`config.mk`:
```
export PLATFORM = sky130hd
export DESIGN_NAME = sclk_gen
export DESIGN_NICKNAME = d
export VERILOG_FILES = /design/src/rtl/sclk_gen_pkg.sv /design/src/rtl/sclk_gen_ctrl.sv /design/src/rtl/sclk_gen_dp.sv /design/src/rtl/sclk_gen.sv
export SDC_FILE = /design/constraint.sdc
export NUM_CORES = 1
export LEC_CHECK = 0
export CELL_PAD_IN_SITES_DETAIL_PLACEMENT = 2
export CELL_PAD_IN_SITES_GLOBAL_PLACEMENT = 2
export CORE_ASPECT_RATIO = 0.9
export CORE_UTILIZATION = 39
export CTS_CLUSTER_SIZE = 40
export DETAILED_ROUTE_END_ITERATION = 16
export GPL_TIMING_DRIVEN = 1
export HOLD_SLACK_MARGIN = 0.08
export MAX_ROUTING_LAYER = met4
export PLACE_DENSITY = 0.83
export SLEW_MARGIN = 20
export SYNTH_ARGS = -nofsm -noshare
export SYNTH_HDL_FRONTEND = slang
export SYNTH_HIERARCHICAL = 1
export SYNTH_SLANG_ARGS = --single-unit
```
`constraint.sdc`:
```
create_clock -name clk -period 13.1 [get_ports clk]
set_input_delay 2.62 -clock clk [delete_from_list [all_inputs] [get_ports clk]]
set_output_delay 2.62 -clock clk [all_outputs]
set_load 0.01 [all_outputs]
```
`src/rtl/sclk_gen_pkg.sv`:
```
package sclk_gen_pkg;

  typedef enum logic {
    MODE_POW = 1'b0,
    MODE_LIN = 1'b1
  } scg_mode_e;

  // control -> datapath strobes
  typedef struct packed {
    logic stopDiv;  // hold the divider counter and level at zero
    logic bypass;   // pass-through of the module clock is active
  } scg_ctl_t;

endpackage

```
`src/rtl/sclk_gen_ctrl.sv`:
```
module sclk_gen_ctrl
  import sclk_gen_pkg::*;
#(
  parameter int LIN_W = 8,
  parameter int POW_W = 4,
  parameter int CNT_W = 14
) (
  input  logic             clk,
  input  logic             rstN,
  input  logic             enable,
  input  logic             modeLin,
  input  logic [LIN_W-1:0] linDiv,
  input  logic [POW_W-1:0] powDiv,
  input  logic             termHit,
  input  logic             sclkHigh,
  output scg_ctl_t         ctl,
  output logic [CNT_W-1:0] halfM1
);

  scg_mode_e        actMode, nxtMode;
  logic [LIN_W-1:0] actLinDiv, nxtLinDiv;
  logic [POW_W-1:0] actPowDiv, nxtPowDiv;
  logic             bypRun;
  logic             actBypass, nxtBypass, boundary, loadNow;

  assign actBypass = (actMode == MODE_POW) && (actPowDiv == '0);
  // end of a full low phase: the counter is about to raise the clock
  assign boundary  = enable && !actBypass && termHit && !sclkHigh;
  assign loadNow   = !enable || boundary || actBypass;

  always_comb begin
    if (loadNow) begin
      nxtMode   = modeLin ? MODE_LIN : MODE_POW;
      nxtLinDiv = linDiv;
      nxtPowDiv = powDiv;
    end else begin
      nxtMode   = actMode;
      nxtLinDiv = actLinDiv;
      nxtPowDiv = actPowDiv;
    end
  end

  assign nxtBypass = (nxtMode == MODE_POW) && (nxtPowDiv == '0);

  always_ff @(posedge clk or negedge rstN) begin
    if (!rstN) begin
      actMode   <= MODE_LIN;
      actLinDiv <= '0;
      actPowDiv <= '0;
      bypRun    <= 1'b0;
    end else begin
      actMode   <= nxtMode;
      actLinDiv <= nxtLinDiv;
      actPowDiv <= nxtPowDiv;
      bypRun    <= enable && nxtBypass;
    end
  end

  // half period minus one for the active law
  always_comb begin
    if (actMode == MODE_LIN) begin
      halfM1 = CNT_W'(actLinDiv);
    end else if (actPowDiv == '0) begin
      halfM1 = '0;
    end else begin
      halfM1 = (CNT_W'(1) << (actPowDiv - POW_W'(1))) - CNT_W'(1);
    end
  end

  assign ctl.stopDiv = !enable || nxtBypass;
  assign ctl.bypass  = bypRun;

endmodule

```
`src/rtl/sclk_gen_dp.sv`:
```
module sclk_gen_dp
  import sclk_gen_pkg::*;
#(
  parameter int CNT_W = 14
) (
  input  logic             clk,
  input  logic             rstN,
  input  scg_ctl_t         ctl,
  input  logic [CNT_W-1:0] halfM1,
  output logic             termHit,
  output logic             sclkReg,
  output logic             sclk,
  output logic             riseStb,
  output logic             fallStb
);

  logic [CNT_W-1:0] cnt;
  logic             riseQ, fallQ, gateQ;

  assign termHit = (cnt == halfM1);

  always_ff @(posedge clk or negedge rstN) begin
    if (!rstN) begin
      cnt     <= '0;
      sclkReg <= 1'b0;
      riseQ   <= 1'b0;
      fallQ   <= 1'b0;
    end else if (ctl.stopDiv) begin
      cnt     <= '0;
      sclkReg <= 1'b0;
      riseQ   <= 1'b0;
      fallQ   <= 1'b0;
    end else if (termHit) begin
      cnt     <= '0;
      sclkReg <= !sclkReg;
      riseQ   <= !sclkReg;
      fallQ   <= sclkReg;
    end else begin
      cnt     <= cnt + CNT_W'(1);
      riseQ   <= 1'b0;
      fallQ   <= 1'b0;
    end
  end

  // gate enable changes only while the module clock is low
  always_ff @(negedge clk or negedge rstN) begin
    if (!rstN) gateQ <= 1'b0;
    else       gateQ <= ctl.bypass;
  end

  assign sclk    = sclkReg | (clk & gateQ);
  assign riseStb = riseQ | ctl.bypass;
  assign fallStb = fallQ | ctl.bypass;

endmodule

```
`src/rtl/sclk_gen.sv`:
```
module sclk_gen
  import sclk_gen_pkg::*;
#(
  parameter int LIN_W = 8,
  parameter int POW_W = 4
) (
  input  logic             clk,
  input  logic             rstN,
  input  logic             enable,
  input  logic             modeLin,
  input  logic [LIN_W-1:0] linDiv,
  input  logic [POW_W-1:0] powDiv,
  output logic             sclk,
  output logic             riseStb,
  output logic             fallStb
);

  localparam int POW_HALF_W = (1 << POW_W) - 2;
  localparam int CNT_RAW    = (LIN_W > POW_HALF_W) ? LIN_W : POW_HALF_W;
  localparam int CNT_W      = (CNT_RAW < 1) ? 1 : CNT_RAW;

  scg_ctl_t         ctl;
  logic [CNT_W-1:0] halfM1;
  logic             termHit, sclkReg;

  sclk_gen_ctrl #(.LIN_W(LIN_W), .POW_W(POW_W), .CNT_W(CNT_W)) uCtrl (
    .clk(clk), .rstN(rstN), .enable(enable), .modeLin(modeLin),
    .linDiv(linDiv), .powDiv(powDiv), .termHit(termHit),
    .sclkHigh(sclkReg), .ctl(ctl), .halfM1(halfM1)
  );

  sclk_gen_dp #(.CNT_W(CNT_W)) uDp (
    .clk(clk), .rstN(rstN), .ctl(ctl), .halfM1(halfM1),
    .termHit(termHit), .sclkReg(sclkReg), .sclk(sclk),
    .riseStb(riseStb), .fallStb(fallStb)
  );

endmodule

```
==> impl_metrics.toml <==
[clocking]
cts_tree = "built"
cts_hold_buffers = 0
post_cts_resized = 0
postCtsSetupRepairBufs = 0
clock_latency_ns = 0.41
clk_pin_slew_ns = 0.06

[setup_path]
worstReg2RegStart = "uCtrl/bypRun$_DFF_PN0_"
crit_path_start_kind = "flop"
cp.arrival_ns = 7.98
worstRegToRegCells = 0
critPathLaunch = "uDp/gateQ$_DFF_NN0_"
endpoint_kind = "output pin"
crit_path_end = "sclk"
path_max_fanout = 1
worstPathRequired_ns = 10.48
rrSetupSlack_ns = 6.02
crit_type = "flop to output pin"
timing.rr.end = "uDp/gateQ$_DFF_NN0_"

[yosys]
ys_seq_area_share_pct = 40.2
synth_area_per_cell_um2 = 9.89
syn-cell-area_mm2 = 0.00200
yosysUniqueCellTypes = 48
synth_edf_count = 0
synth.largest_area_cell = "dfrtp_1"
synthTopCellsByArea = "dfrtp_1 (38%), xnor2_1 (9.2%), mux2_4 (3.8%), nor3_1 (3.5%), a22o_1 (2.6%)"
synth_ff_type = "dfrtp_1"
syn_nets = 220
synth_top_area_share_pct = 37.6
yosys_warnings = 6
async_flop_share_pct = 100
ys_ff_latch = 32
netlist_instances = 202

[global_route]
antenna_found_initial = 0
grt_usage_pct = 24.0
grt_start_max_net_pins = 33
grt_pass1_wl_mm = 9.36
grt_pass1_vias = 1874
gr-total-overflow = 0

[placement]
hpwl_mm = 3.89
dpl.cell_count = 270
place_congestion = 0.778
port_buffers = 18

[layout]
nets = 233
instances_no_fill = 281
n_fill_cell = 516
final_layout_size_suffix_gt1_share_pct = 14.4
layout.area.seq_um2 = 802
fin_util_pct = 47.5
diodes = 0
multiInputGateArea_mm2 = 0.00108
area_growth_pct = 16.5

[sta]
rsz0062_at_grt = "false"
hold_viol = 0
setup_viol = 0
tightestPinTransition_ns = 0.955
timing.hold.ws_ns = 0.521
fin_worst_skew_ns = 0.0205
slew_viol_final = 0
maxSlewHeadroom_pct = 35.9
setup_tns_ns = 0

[drt]
met1_length_mm = 2.40
drc = 0
first_pass_iters = 4
top_layer = "met4"
viasPerCell = 5.75
dr_wl_met2_mm = 2.87
vias = 1616
wl_per_cell_um = 19.7
postRouteWirelength_mm = 5.54
drt_first_iter_violations = 51
ant_nets = 0
dr_wl_met3_um = 204

[outcome]
outcome = "completed"

[floorplan]
io_pins = 19
die_w_um = 77.4
rows = 24
initial_core_util_pct = 40.8
core_area_mm2 = 0.00489
die_y_um = 69.9
fp.dieArea_mm2 = 0.00541

[pwr]
ir_drop_mv = 0.0589
power_density_mw_per_mm2 = 133
p_leak_uw = 0.000922

[run]
cap_violations = 0

[min_path]
hold_path.class = "flop to flop"
==> per-stage QoR <==
stage | power (uW) | setup slack, ns | cell area [um2]
5_1_grt | 326 | 2.44 | 2330
4_1_cts | 315 | 2.47 | 2330
2_1_floorplan | 172 | 3.43 | 2000
3_5_place_dp | 193 | 2.94 | 2180
3_3_place_gp | 188 | 2.96 | 2170
6_report | 310 | 2.50 | 2330
==> final cells by class <==
cell class | count | share of cell area (%)
clock inverter | 2 | 1.51
inverter | 7 | 1.13
clock buffer | 10 | 5.32
timing repair buffer | 18 | 7.63
tap | 65 | 3.49
sequential | 32 | 34.5
multi-input combinational | 147 | 46.5
==> worst max-delay path, cell delays in order, from the launching register on <==
cell	delay, ns
dfrtn_1	0.39
a21o_1	0.11
clkdlybuf4s50_1	0.52
==> cell families after synthesis <==
kind of cell    synth area share (%)
simple gates                    21.9
flops                           40.2
compound gates                  13.4
fa+ha+maj                       1.25
mux                             6.01
buf+inv                         5.89
xor+xnor                        11.4
==> cell usage in the layout (no fill, tap or decap), types with 3 or more instances in the layout <==
master and instances:
and2_1 3, nand3_1 7, dfrtp_1 30, xnor2_1 21, clkdlybuf4s50_1 18, nor2b_1 4, nor2_1 9, inv_1 7
mux2_2 4, nand2_1 12, clkbuf_8 8, xor2_1 5, mux2_4 5, nor3_1 14, nor4_1 4, a31oi_1 5
nand4_1 7, o21ai_0 5, a22o_1 6, a21oi_1 3
==> worst min path at each step <==
stage	from	to	slack (ns)	depth (start not counted)
after floorplan	uCtrl/actLinDiv[0]$_DFFE_PN0N_	uCtrl/actLinDiv[0]$_DFFE_PN0N_	0.48	1
after global placement	uCtrl/actLinDiv[0]$_DFFE_PN0N_	uCtrl/actLinDiv[0]$_DFFE_PN0N_	0.49	1
after detailed placement	uCtrl/actLinDiv[6]$_DFFE_PN0N_	uCtrl/actLinDiv[6]$_DFFE_PN0N_	0.50	1
after CTS	uCtrl/actLinDiv[4]$_DFFE_PN0N_	uCtrl/actLinDiv[4]$_DFFE_PN0N_	0.52	1
after global routing	uCtrl/actLinDiv[6]$_DFFE_PN0N_	uCtrl/actLinDiv[6]$_DFFE_PN0N_	0.54	1
final	uCtrl/actLinDiv[6]$_DFFE_PN0N_	uCtrl/actLinDiv[6]$_DFFE_PN0N_	0.52	1
==> state kept, by name, summed over array words and instances, names as in the netlist <==
name,count
uDp/cnt,14
uCtrl/actLinDiv,8
uCtrl/actPowDiv,4
uCtrl/actMode,1
uCtrl/bypRun,1
uDp/fallQ,1
uDp/gateQ,1
uDp/riseQ,1
uDp/sclkReg,1
==> cell usage after synthesis, types with 6 or more instances <==
| master | instances |
|---|---|
| nand3_1 | 7 |
| clkbuf_1 | 9 |
| nor3_1 | 14 |
| nor2_1 | 9 |
| a22o_1 | 6 |
| nand2_1 | 12 |
| xnor2_1 | 21 |
| dfrtp_1 | 30 |
| inv_1 | 7 |
| nand4_1 | 7 |
==> power breakdown <==
group	switching, uW	internal (uW)	leakage [uW]
registers	17.6	108	0.000413
clock network	42.4	76.1	0.0000913
logic	33.3	32.6	0.000418
total	93.3	217	0.000922
==> layer usage <==
layer	up-vias	track usage (%)
li1	756	-
met3	5	7.32
met2	29	38.8
met5	-	-
met4	0	10.9
met1	826	27.3
No activity file was read; power rests on OpenSTA's default activity.
